<file path="src/rtl/adc_sp_pkg.sv">
package adc_sp_pkg;
  typedef enum logic [1:0] {
    ST_IDLE  = 2'd0,
    ST_SHIFT = 2'd1,
    ST_LOCK  = 2'd2
  } sp_state_t;
endpackage

</file>
<file path="src/rtl/adc_sp_sync.sv">
module adc_sp_sync #(
  parameter int             W       = 1,
  parameter int             STAGES  = 2,
  parameter logic [W-1:0]   RST_VAL = '0
) (
  input  logic         clk,
  input  logic         rst_n,
  input  logic [W-1:0] d,
  output logic [W-1:0] q
);
  logic [STAGES-1:0][W-1:0] stg;

  always_ff @(posedge clk or negedge rst_n) begin
    if (!rst_n) begin
      for (int s = 0; s < STAGES; s++) stg[s] <= RST_VAL;
    end else begin
      stg[0] <= d;
      for (int s = 1; s < STAGES; s++) stg[s] <= stg[s-1];
    end
  end

  assign q = stg[STAGES-1];
endmodule

</file>
<file path="src/rtl/adc_sp_csqual.sv">
module adc_sp_csqual #(
  parameter int QUAL = 3
) (
  input  logic clk,
  input  logic rst_n,
  input  logic cs_n_s,
  output logic sel_q,
  output logic sel_fall
);
  localparam int             CW  = $clog2(QUAL + 1);
  localparam logic [CW-1:0]  LIM = CW'(QUAL - 1);

  logic [CW-1:0] low_cnt;
  logic          q_r, q_d;

  always_ff @(posedge clk or negedge rst_n) begin
    if (!rst_n) begin
      low_cnt <= '0;
      q_r     <= 1'b0;
      q_d     <= 1'b0;
    end else begin
      q_d <= q_r;
      if (cs_n_s) begin
        low_cnt <= '0;
        q_r     <= 1'b0;
      end else if (!q_r) begin
        if (low_cnt == LIM) q_r <= 1'b1;
        else                low_cnt <= low_cnt + 1'b1;
      end
    end
  end

  assign sel_q    = q_r;
  assign sel_fall = q_r & ~q_d;


  cs_qual_len_chk: assert property (@(posedge clk) disable iff (!rst_n)
    $rose(sel_q) |-> ($past(!cs_n_s) && $past(!cs_n_s, 2)));
endmodule

</file>
<file path="src/rtl/adc_sp_frame.sv">
module adc_sp_frame
  import adc_sp_pkg::*;
#(
  parameter int AW = 4,
  parameter int DW = 8
) (
  input  logic          clk,
  input  logic          rst_n,
  input  logic          sel_q,
  input  logic          sel_fall,
  input  logic          sclk_rise,
  input  logic          sclk_fall,
  input  logic          sdi_s,
  input  logic          conv_busy,
  input  logic          res_valid,
  input  logic [DW-1:0] res_data,
  output logic          res_ready,
  output logic          sdo,
  output logic          sdo_oe,
  output logic [AW-1:0] chan_addr,
  output logic          conv_start,
  output logic          conv_abort
);
  localparam int            CW       = $clog2(DW);
  localparam logic [CW-1:0] LAST_BIT = CW'(DW - 1);
  localparam logic [CW-1:0] ADDR_END = CW'(AW);

  sp_state_t     state_q;
  logic [CW-1:0] bitcnt;
  logic [AW-1:0] addr_sh;
  logic [DW-1:0] out_sh;
  logic [DW-1:0] res_reg;
  logic          taken;
  logic          take;

  assign res_ready = (state_q == ST_LOCK) && !taken && !sel_fall;
  assign take      = res_valid && res_ready;

  always_ff @(posedge clk or negedge rst_n) begin
    if (!rst_n) begin
      state_q    <= ST_IDLE;
      bitcnt     <= '0;
      addr_sh    <= '0;
      out_sh     <= '0;
      res_reg    <= '0;
      chan_addr  <= '0;
      conv_start <= 1'b0;
      conv_abort <= 1'b0;
      taken      <= 1'b0;
    end else begin
      conv_start <= 1'b0;
      conv_abort <= 1'b0;
      if (sel_fall) begin
        if (state_q == ST_LOCK) conv_abort <= 1'b1;
        state_q <= ST_SHIFT;
        bitcnt  <= '0;
        addr_sh <= '0;
        out_sh  <= res_reg;
        taken   <= 1'b0;
      end else begin
        unique case (state_q)
          ST_IDLE: ;
          ST_SHIFT: begin
            if (!sel_q) begin
              state_q <= ST_IDLE;
            end else begin
              if (sclk_rise && (bitcnt < ADDR_END))
                addr_sh <= {addr_sh[AW-2:0], sdi_s};
              if (sclk_fall) begin
                out_sh <= {out_sh[DW-2:0], 1'b0};
                if (bitcnt == LAST_BIT) begin
                  state_q    <= ST_LOCK;
                  chan_addr  <= addr_sh;
                  conv_start <= 1'b1;
                  taken      <= 1'b0;
                end else begin
                  bitcnt <= bitcnt + 1'b1;
                end
              end
            end
          end
          ST_LOCK: begin
            if (take) begin
              res_reg <= res_data;
              taken   <= 1'b1;
            end
            if (taken && !conv_busy) state_q <= ST_IDLE;
          end
          default: state_q <= ST_IDLE;
        endcase
      end
    end
  end

  assign sdo    = out_sh[DW-1];
  assign sdo_oe = (state_q == ST_SHIFT) && sel_q;


  start_single_chk: assert property (@(posedge clk) disable iff (!rst_n)
    conv_start |=> !conv_start);

  addr_only_at_end_chk: assert property (@(posedge clk) disable iff (!rst_n)
    !$stable(chan_addr) |-> conv_start);

  oe_off_after_last_chk: assert property (@(posedge clk) disable iff (!rst_n)
    (state_q == ST_SHIFT && sel_q && !sel_fall && sclk_fall && bitcnt == LAST_BIT) |=> !sdo_oe);

  lock_hold_chk: assert property (@(posedge clk) disable iff (!rst_n)
    (state_q == ST_LOCK && !sel_fall) |=> ($stable(chan_addr) && $stable(out_sh)));

  ready_drop_chk: assert property (@(posedge clk) disable iff (!rst_n)
    take |=> !res_ready);

  abort_from_lock_chk: assert property (@(posedge clk) disable iff (!rst_n)
    conv_abort |-> ($past(state_q == ST_LOCK) && state_q == ST_SHIFT));
endmodule

</file>
<file path="src/rtl/serial_adc_port.sv">
module serial_adc_port #(
  parameter int AW        = 4,
  parameter int DW        = 8,
  parameter int SYNC_STG  = 2,
  parameter int CS_QUAL   = 3
) (
  input  logic          clk,
  input  logic          rst_n,
  input  logic          cs_n,
  input  logic          sclk,
  input  logic          sdi,
  output logic          sdo,
  output logic          sdo_oe,
  output logic [AW-1:0] chan_addr,
  output logic          conv_start,
  output logic          conv_abort,
  input  logic          conv_busy,
  input  logic          res_valid,
  output logic          res_ready,
  input  logic [DW-1:0] res_data
);
  logic [2:0] pins_s;
  logic       cs_n_s, sclk_s, sdi_s;
  logic       sclk_d;
  logic       sclk_rise, sclk_fall;
  logic       sel_q, sel_fall;

  adc_sp_sync #(.W(3), .STAGES(SYNC_STG), .RST_VAL(3'b100)) u_sync (
    .clk   (clk),
    .rst_n (rst_n),
    .d     ({cs_n, sclk, sdi}),
    .q     (pins_s)
  );
  assign {cs_n_s, sclk_s, sdi_s} = pins_s;

  always_ff @(posedge clk or negedge rst_n) begin
    if (!rst_n) sclk_d <= 1'b0;
    else        sclk_d <= sclk_s;
  end
  assign sclk_rise = sclk_s & ~sclk_d;
  assign sclk_fall = ~sclk_s & sclk_d;

  adc_sp_csqual #(.QUAL(CS_QUAL)) u_csq (
    .clk      (clk),
    .rst_n    (rst_n),
    .cs_n_s   (cs_n_s),
    .sel_q    (sel_q),
    .sel_fall (sel_fall)
  );

  adc_sp_frame #(.AW(AW), .DW(DW)) u_frame (
    .clk        (clk),
    .rst_n      (rst_n),
    .sel_q      (sel_q),
    .sel_fall   (sel_fall),
    .sclk_rise  (sclk_rise),
    .sclk_fall  (sclk_fall),
    .sdi_s      (sdi_s),
    .conv_busy  (conv_busy),
    .res_valid  (res_valid),
    .res_data   (res_data),
    .res_ready  (res_ready),
    .sdo        (sdo),
    .sdo_oe     (sdo_oe),
    .chan_addr  (chan_addr),
    .conv_start (conv_start),
    .conv_abort (conv_abort)
  );
endmodule

</file>
<file path="config.mk">
export PLATFORM = sky130hd
export DESIGN_NAME = serial_adc_port
export DESIGN_NICKNAME = d
export VERILOG_FILES = /design/src/rtl/adc_sp_pkg.sv /design/src/rtl/adc_sp_sync.sv /design/src/rtl/adc_sp_csqual.sv /design/src/rtl/adc_sp_frame.sv /design/src/rtl/serial_adc_port.sv
export SDC_FILE = /design/constraint.sdc
export NUM_CORES = 1
export LEC_CHECK = 0
export BUFFER_PORTS_ARGS = -buffer_cell sky130_fd_sc_hd__buf_2
export CORE_MARGIN = 2
export CORE_UTILIZATION = 56
export DETAILED_ROUTE_END_ITERATION = 10
export GPL_TIMING_DRIVEN = 0
export PLACE_DENSITY = 0.85
export SYNTH_ARGS = -nofsm -noshare
export SYNTH_HDL_FRONTEND = slang
export SYNTH_SLANG_ARGS = --single-unit
</file>
<file path="constraint.sdc">
create_clock -name clk -period 2.11 [get_ports clk]
set_input_delay 0.1055 -clock clk [delete_from_list [all_inputs] [get_ports clk]]
set_output_delay 0.1055 -clock clk [all_outputs]
set_load 0.02 [all_outputs]
</file>
==> results_tabular.tex <==
\begin{tabular}{lr}
\hline
Metric & Value \\
\hline
\multicolumn{2}{l}{\textbf{Status}} \\
\quad Result of the run & finished, final reports clean \\
\multicolumn{2}{l}{\textbf{Final layout}} \\
\quad Final non-filler cell total & 224 \\
\quad Layout cell share with drive strength beyond 1 & 28.33\% \\
\quad \# fillers & 233 \\
\quad Design area & 2142 µm² \\
\quad Area of combinational cells with multiple inputs & 670.6 µm² \\
\quad Signed area change from the synthesized netlist to the final layout & 18.89\% \\
\quad Antenna fix cells & 0 \\
\quad Net count of the finished layout & 197 \\
\quad Area occupied by registers & 1079 µm² \\
\multicolumn{2}{l}{\textbf{Min path}} \\
\quad Worst hold-check path type & primary input to flop \\
\quad Hold EP & u\_frame.state\_q[1] \\
\quad Hold wc startpoint & conv\_busy \\
\quad Worst hold stages & 3 \\
\multicolumn{2}{l}{\textbf{Power and ir drop}} \\
\quad Sw Share & 29.88\% \\
\quad Internal power contribution & 0.001366 W \\
\quad Static Leakage & 1.009 nW \\
\quad Sw power & 0.0005822 W \\
\quad Combinational group share of total power & 25.5\% \\
\quad Power Density & 909.6 nW/µm² \\
\quad Maximum vdd ir drop & 0.7108 mV \\
\quad Sequential group share of total power & 55.2\% \\
\quad Fraction of power consumed by the clock network & 19.4\% \\
\multicolumn{2}{l}{\textbf{Global routing}} \\
\quad Maximum number of pins on one net before global-route repair & 44 \\
\quad Combined global-route utilization of all metal layers & 21.49\% \\
\quad Number of antenna violations at the first check in global routing & 0 \\
\quad Global routing met3 resource utilization & 7.676\% \\
\quad Gr ovfl total & 0 \\
\quad Vias in the first global route & 1231 \\
\quad M1 GR Usage & 28.80\% \\
\quad Global-route wire length before repair & 5651 µm \\
\quad Layer with the highest usage & met2 \\
\quad Global-route track usage on met2 & 33.03\% \\
\multicolumn{2}{l}{\textbf{Floorplanning}} \\
\quad Width of the die & 60.72 µm \\
\quad Number of rows in the core area & 20 \\
\quad Number of I/O pins & 24 \\
\quad Initial core utilization & 59.02\% \\
\quad Die span in y & 60.72 µm \\
\quad Die ar. & 3687 µm² \\
\quad Placeable core area & 3053 µm² \\
\multicolumn{2}{l}{\textbf{Route}} \\
\quad DR vias & 1223 \\
\quad Total routed wirelength & 3364 µm \\
\quad Post-route DRC & 0 \\
\quad DR vias/cell & 5.460 \\
\quad Routed wire per std cell & 15.02 µm \\
\quad DR pass1 iterations & 4 \\
\quad Initial DRC Count & 28 \\
\quad Number of antenna-violating nets in the routed design & 0 \\
\multicolumn{2}{l}{\textbf{Synth}} \\
\quad Proportion of register bits with asynchronous set or reset after synthesis & 100.0\% \\
\quad Total standard cell area after synthesis & 1802 µm² \\
\quad Mapped Avg Cell Area & 13.15 µm² \\
\quad Warnings, synthesis & 0 \\
\quad Number of synthesized register bits & 43 \\
\quad Number of enable flip-flop cells after synthesis & 0 \\
\quad Number of cells produced by synthesis & 137 \\
\quad Count of cell types in the netlist & 34 \\
\quad Sequential-to-total area share from yosys stat & 59.86\% \\
\quad Post-Synthesis Net Count & 155 \\
\quad Top\_reg\_cell synth & sky130\_fd\_sc\_hd\_\_dfrtp\_1 \\
\multicolumn{2}{l}{\textbf{Critical path}} \\
\quad Slack of the worst reg-to-reg path & 0.30 ns \\
\quad Required time at the endpoint of the critical path & 2.35 ns \\
\quad Data arrival time of the worst path & 2.05 ns \\
\quad Worst r2r path cells & 6 \\
\quad Critical path endpoint category & flop \\
\quad Critical R2R Launch & u\_frame.bitcnt[0] \\
\quad Most common cell type on the critical path & sky130\_fd\_sc\_hd\_\_ha\_1 \\
\quad Worst path top cell family by delay & simple AND/OR/NAND/NOR gates \\
\quad Crit path launch type & flop \\
\quad Cells traversed along the worst timing path & ha\_1 > ha\_1 > nand3b\_1 > or3\_1 > buf\_6 > mux2\_4 \\
\quad Largest stage delay on the critical path & 0.39 ns \\
\quad Buffer and inverter count on the worst path & 1 \\
\quad Critical Path Fanout Max & 6 \\
\quad Critical path class & flop to flop \\
\quad End of the worst register-to-register path & u\_frame.chan\_addr[0] \\
\quad Cell with the biggest individual delay on the critical path & sky130\_fd\_sc\_hd\_\_dfrtp\_1 \\
\multicolumn{2}{l}{\textbf{Clock tree}} \\
\quad Clock buffer count from CTS & 5 \\
\quad CTS max path bufs & 2 \\
\quad Clk pin slew, worst setup/hold paths & 0.11 ns \\
\quad H-tree depth reported by CTS & 2 \\
\quad CTS Root Cell & sky130\_fd\_sc\_hd\_\_clkbuf\_4 \\
\quad Clk sinks & 43 \\
\quad Clock latency of the later-clocked register in the worst-skew pair & 0.34 ns \\
\quad CTS tree & yes \\
\multicolumn{2}{l}{\textbf{STA}} \\
\quad Max-slew violations & 0 \\
\quad Largest clock skew in the final design & 0.007409 ns \\
\quad Count of endpoints failing setup in the final report & 0 \\
\quad Smallest hold slack & 0.08308 ns \\
\quad Setup repair after global routing missed its margin & no \\
\quad Number of failing hold endpoints at the final stage & 0 \\
\quad Max-Slew Margin vs Limit & 39.79\% \\
\quad Min Clock Period, post-route & 1.813 ns \\
\quad Total Negative Setup Slacks & 0 ns \\
\quad Slew of the pin with the lowest slew margin & 0.9031 ns \\
\quad Share of the clock period used by the worst path after layout & 85.94\% \\
\quad Top achievable clock speed & 551.5 MHz \\
\multicolumn{2}{l}{\textbf{Placement}} \\
\quad Weighted congestion at the end of routability-driven global placement & 0.7776 \\
\quad Cell area after placement & 1972 µm² \\
\quad Number of buffers added on ports & 23 \\
\quad Post-detail-place hpwl & 2268 µm \\
\quad Placed cells & 204 \\
\multicolumn{2}{l}{\textbf{Job}} \\
\quad Max-cap violation count & 0 \\
\hline
\end{tabular}
per-stage QoR:
stage	setup WS [ns]	total power, W	utilization, %
after floorplan	0.4727	0.001430	-
after global placement	0.3855	0.001528	64.59
after detailed placement	0.3197	0.001568	64.59
after CTS	0.2986	0.001955	69.84
after global routing	0.2101	0.002072	70.16
final	0.2967	0.001948	70.16
how the worst max path moves through the flow:
stage                                  from                   end  slack [ns]  cells past startpoint
final                     u_frame.bitcnt[0]  u_frame.chan_addr[0]        0.30                      6
after global routing      u_frame.bitcnt[0]  u_frame.chan_addr[2]        0.21                      6
after CTS                 u_frame.bitcnt[0]  u_frame.chan_addr[0]        0.30                      6
after detailed placement  u_frame.bitcnt[0]  u_frame.chan_addr[0]        0.32                      6
after global placement    u_frame.bitcnt[0]  u_frame.chan_addr[0]        0.39                      6
after floorplan           u_frame.bitcnt[0]  u_frame.chan_addr[0]        0.47                      6
cell type report:
cell class	count	area share, %
Multi-Input combinational cell	83	31.31
Sequential cell	43	50.35
Timing Repair Buffer	35	10.98
Buffer	6	1.577
Clock inverter	1	0.2336
Tap cell	44	2.570
Clock buffer	7	2.103
Inverter	5	0.8762
cell families after synthesis:
family / count (synthesis) / share of synthesized area, %
adders and majority gates: 3 / 2.084
xor gates and xnor gates: 1 / 0.4862
and+or+nand+nor: 40 / 14.44
buffers and inverters: 11 / 2.917
muxes: 16 / 10.56
DFF: 43 / 59.86
AOI/OAI and AO/OA: 23 / 9.652
what timing repair did:
item                                    4_1_cts  5_1_grt
gates resized for setup                       0        0
hold endpoints to repair                     51        1
setup buffers                                 0        0
hold buffers                                 11        1
endpoints found under the setup margin        0        0
layer usage:
layer / up-vias / part of all wire, %
met5: - / 0
met3: 4 / 3.8
met4: 0 / 0.89
met2: 25 / 52
met1: 612 / 43
li1: 582 / -
power groups by stage:
stage          clock network, W  registers, W  logic [W]
6_report               0.000377       0.00107   0.000497
5_1_grt                0.000429       0.00110   0.000547
4_1_cts                0.000383       0.00107   0.000498
3_5_place_dp                  0       0.00109   0.000479
3_3_place_gp                  0       0.00108   0.000449
2_1_floorplan                 0       0.00107   0.000356
Yosys cell counts (2+ instances only):
cell type                   number  area [µm²]
sky130_fd_sc_hd__dfrtp_1        41        1026
sky130_fd_sc_hd__nand2b_1       11       68.82
sky130_fd_sc_hd__nand2_1        10       37.54
sky130_fd_sc_hd__mux2_2          8       90.09
sky130_fd_sc_hd__a2bb2oi_1       7       61.31
sky130_fd_sc_hd__o22ai_1         7       43.79
sky130_fd_sc_hd__inv_1           5       18.77
sky130_fd_sc_hd__nor2_1          5       18.77
sky130_fd_sc_hd__mux2_4          4       60.06
sky130_fd_sc_hd__mux2i_1         4       40.04
sky130_fd_sc_hd__clkbuf_1        3       11.26
sky130_fd_sc_hd__ha_1            3       37.54
sky130_fd_sc_hd__o21ai_0         3       15.01
sky130_fd_sc_hd__o311ai_0        3       26.28
sky130_fd_sc_hd__dfstp_2         2       52.55
sky130_fd_sc_hd__nand4_1         2       12.51
sky130_fd_sc_hd__or3_1           2       12.51
worst reg2reg max path, stage by stage (launching register included):
cell and delay (ns):
sky130_fd_sc_hd__dfrtp_1 0.39, sky130_fd_sc_hd__ha_1 0.16, sky130_fd_sc_hd__ha_1 0.23, sky130_fd_sc_hd__nand3b_1 0.14, sky130_fd_sc_hd__or3_1 0.35, sky130_fd_sc_hd__buf_6 0.15, sky130_fd_sc_hd__mux2_4 0.29
cell usage in the layout (no fill, tap or decap), drive strengths merged, types with 2 or more instances in the layout:
cell type	netlist	layout
nor2	5	5
clkbuf	3	10
nor2b	2	2
dlygate4sd3	0	12
o311ai	3	3
mux2i	4	4
ha	3	3
dfrtp	41	41
a2bb2oi	7	7
buf	3	26
nand4	2	2
dfstp	2	2
o21ai	3	3
nand3b	2	2
or3	2	2
nor4b	2	2
nand2b	11	11
nand2	10	10
o22ai	7	7
inv	5	5
mux2	12	12
Note: power is estimated with default switching activity, not from simulation.
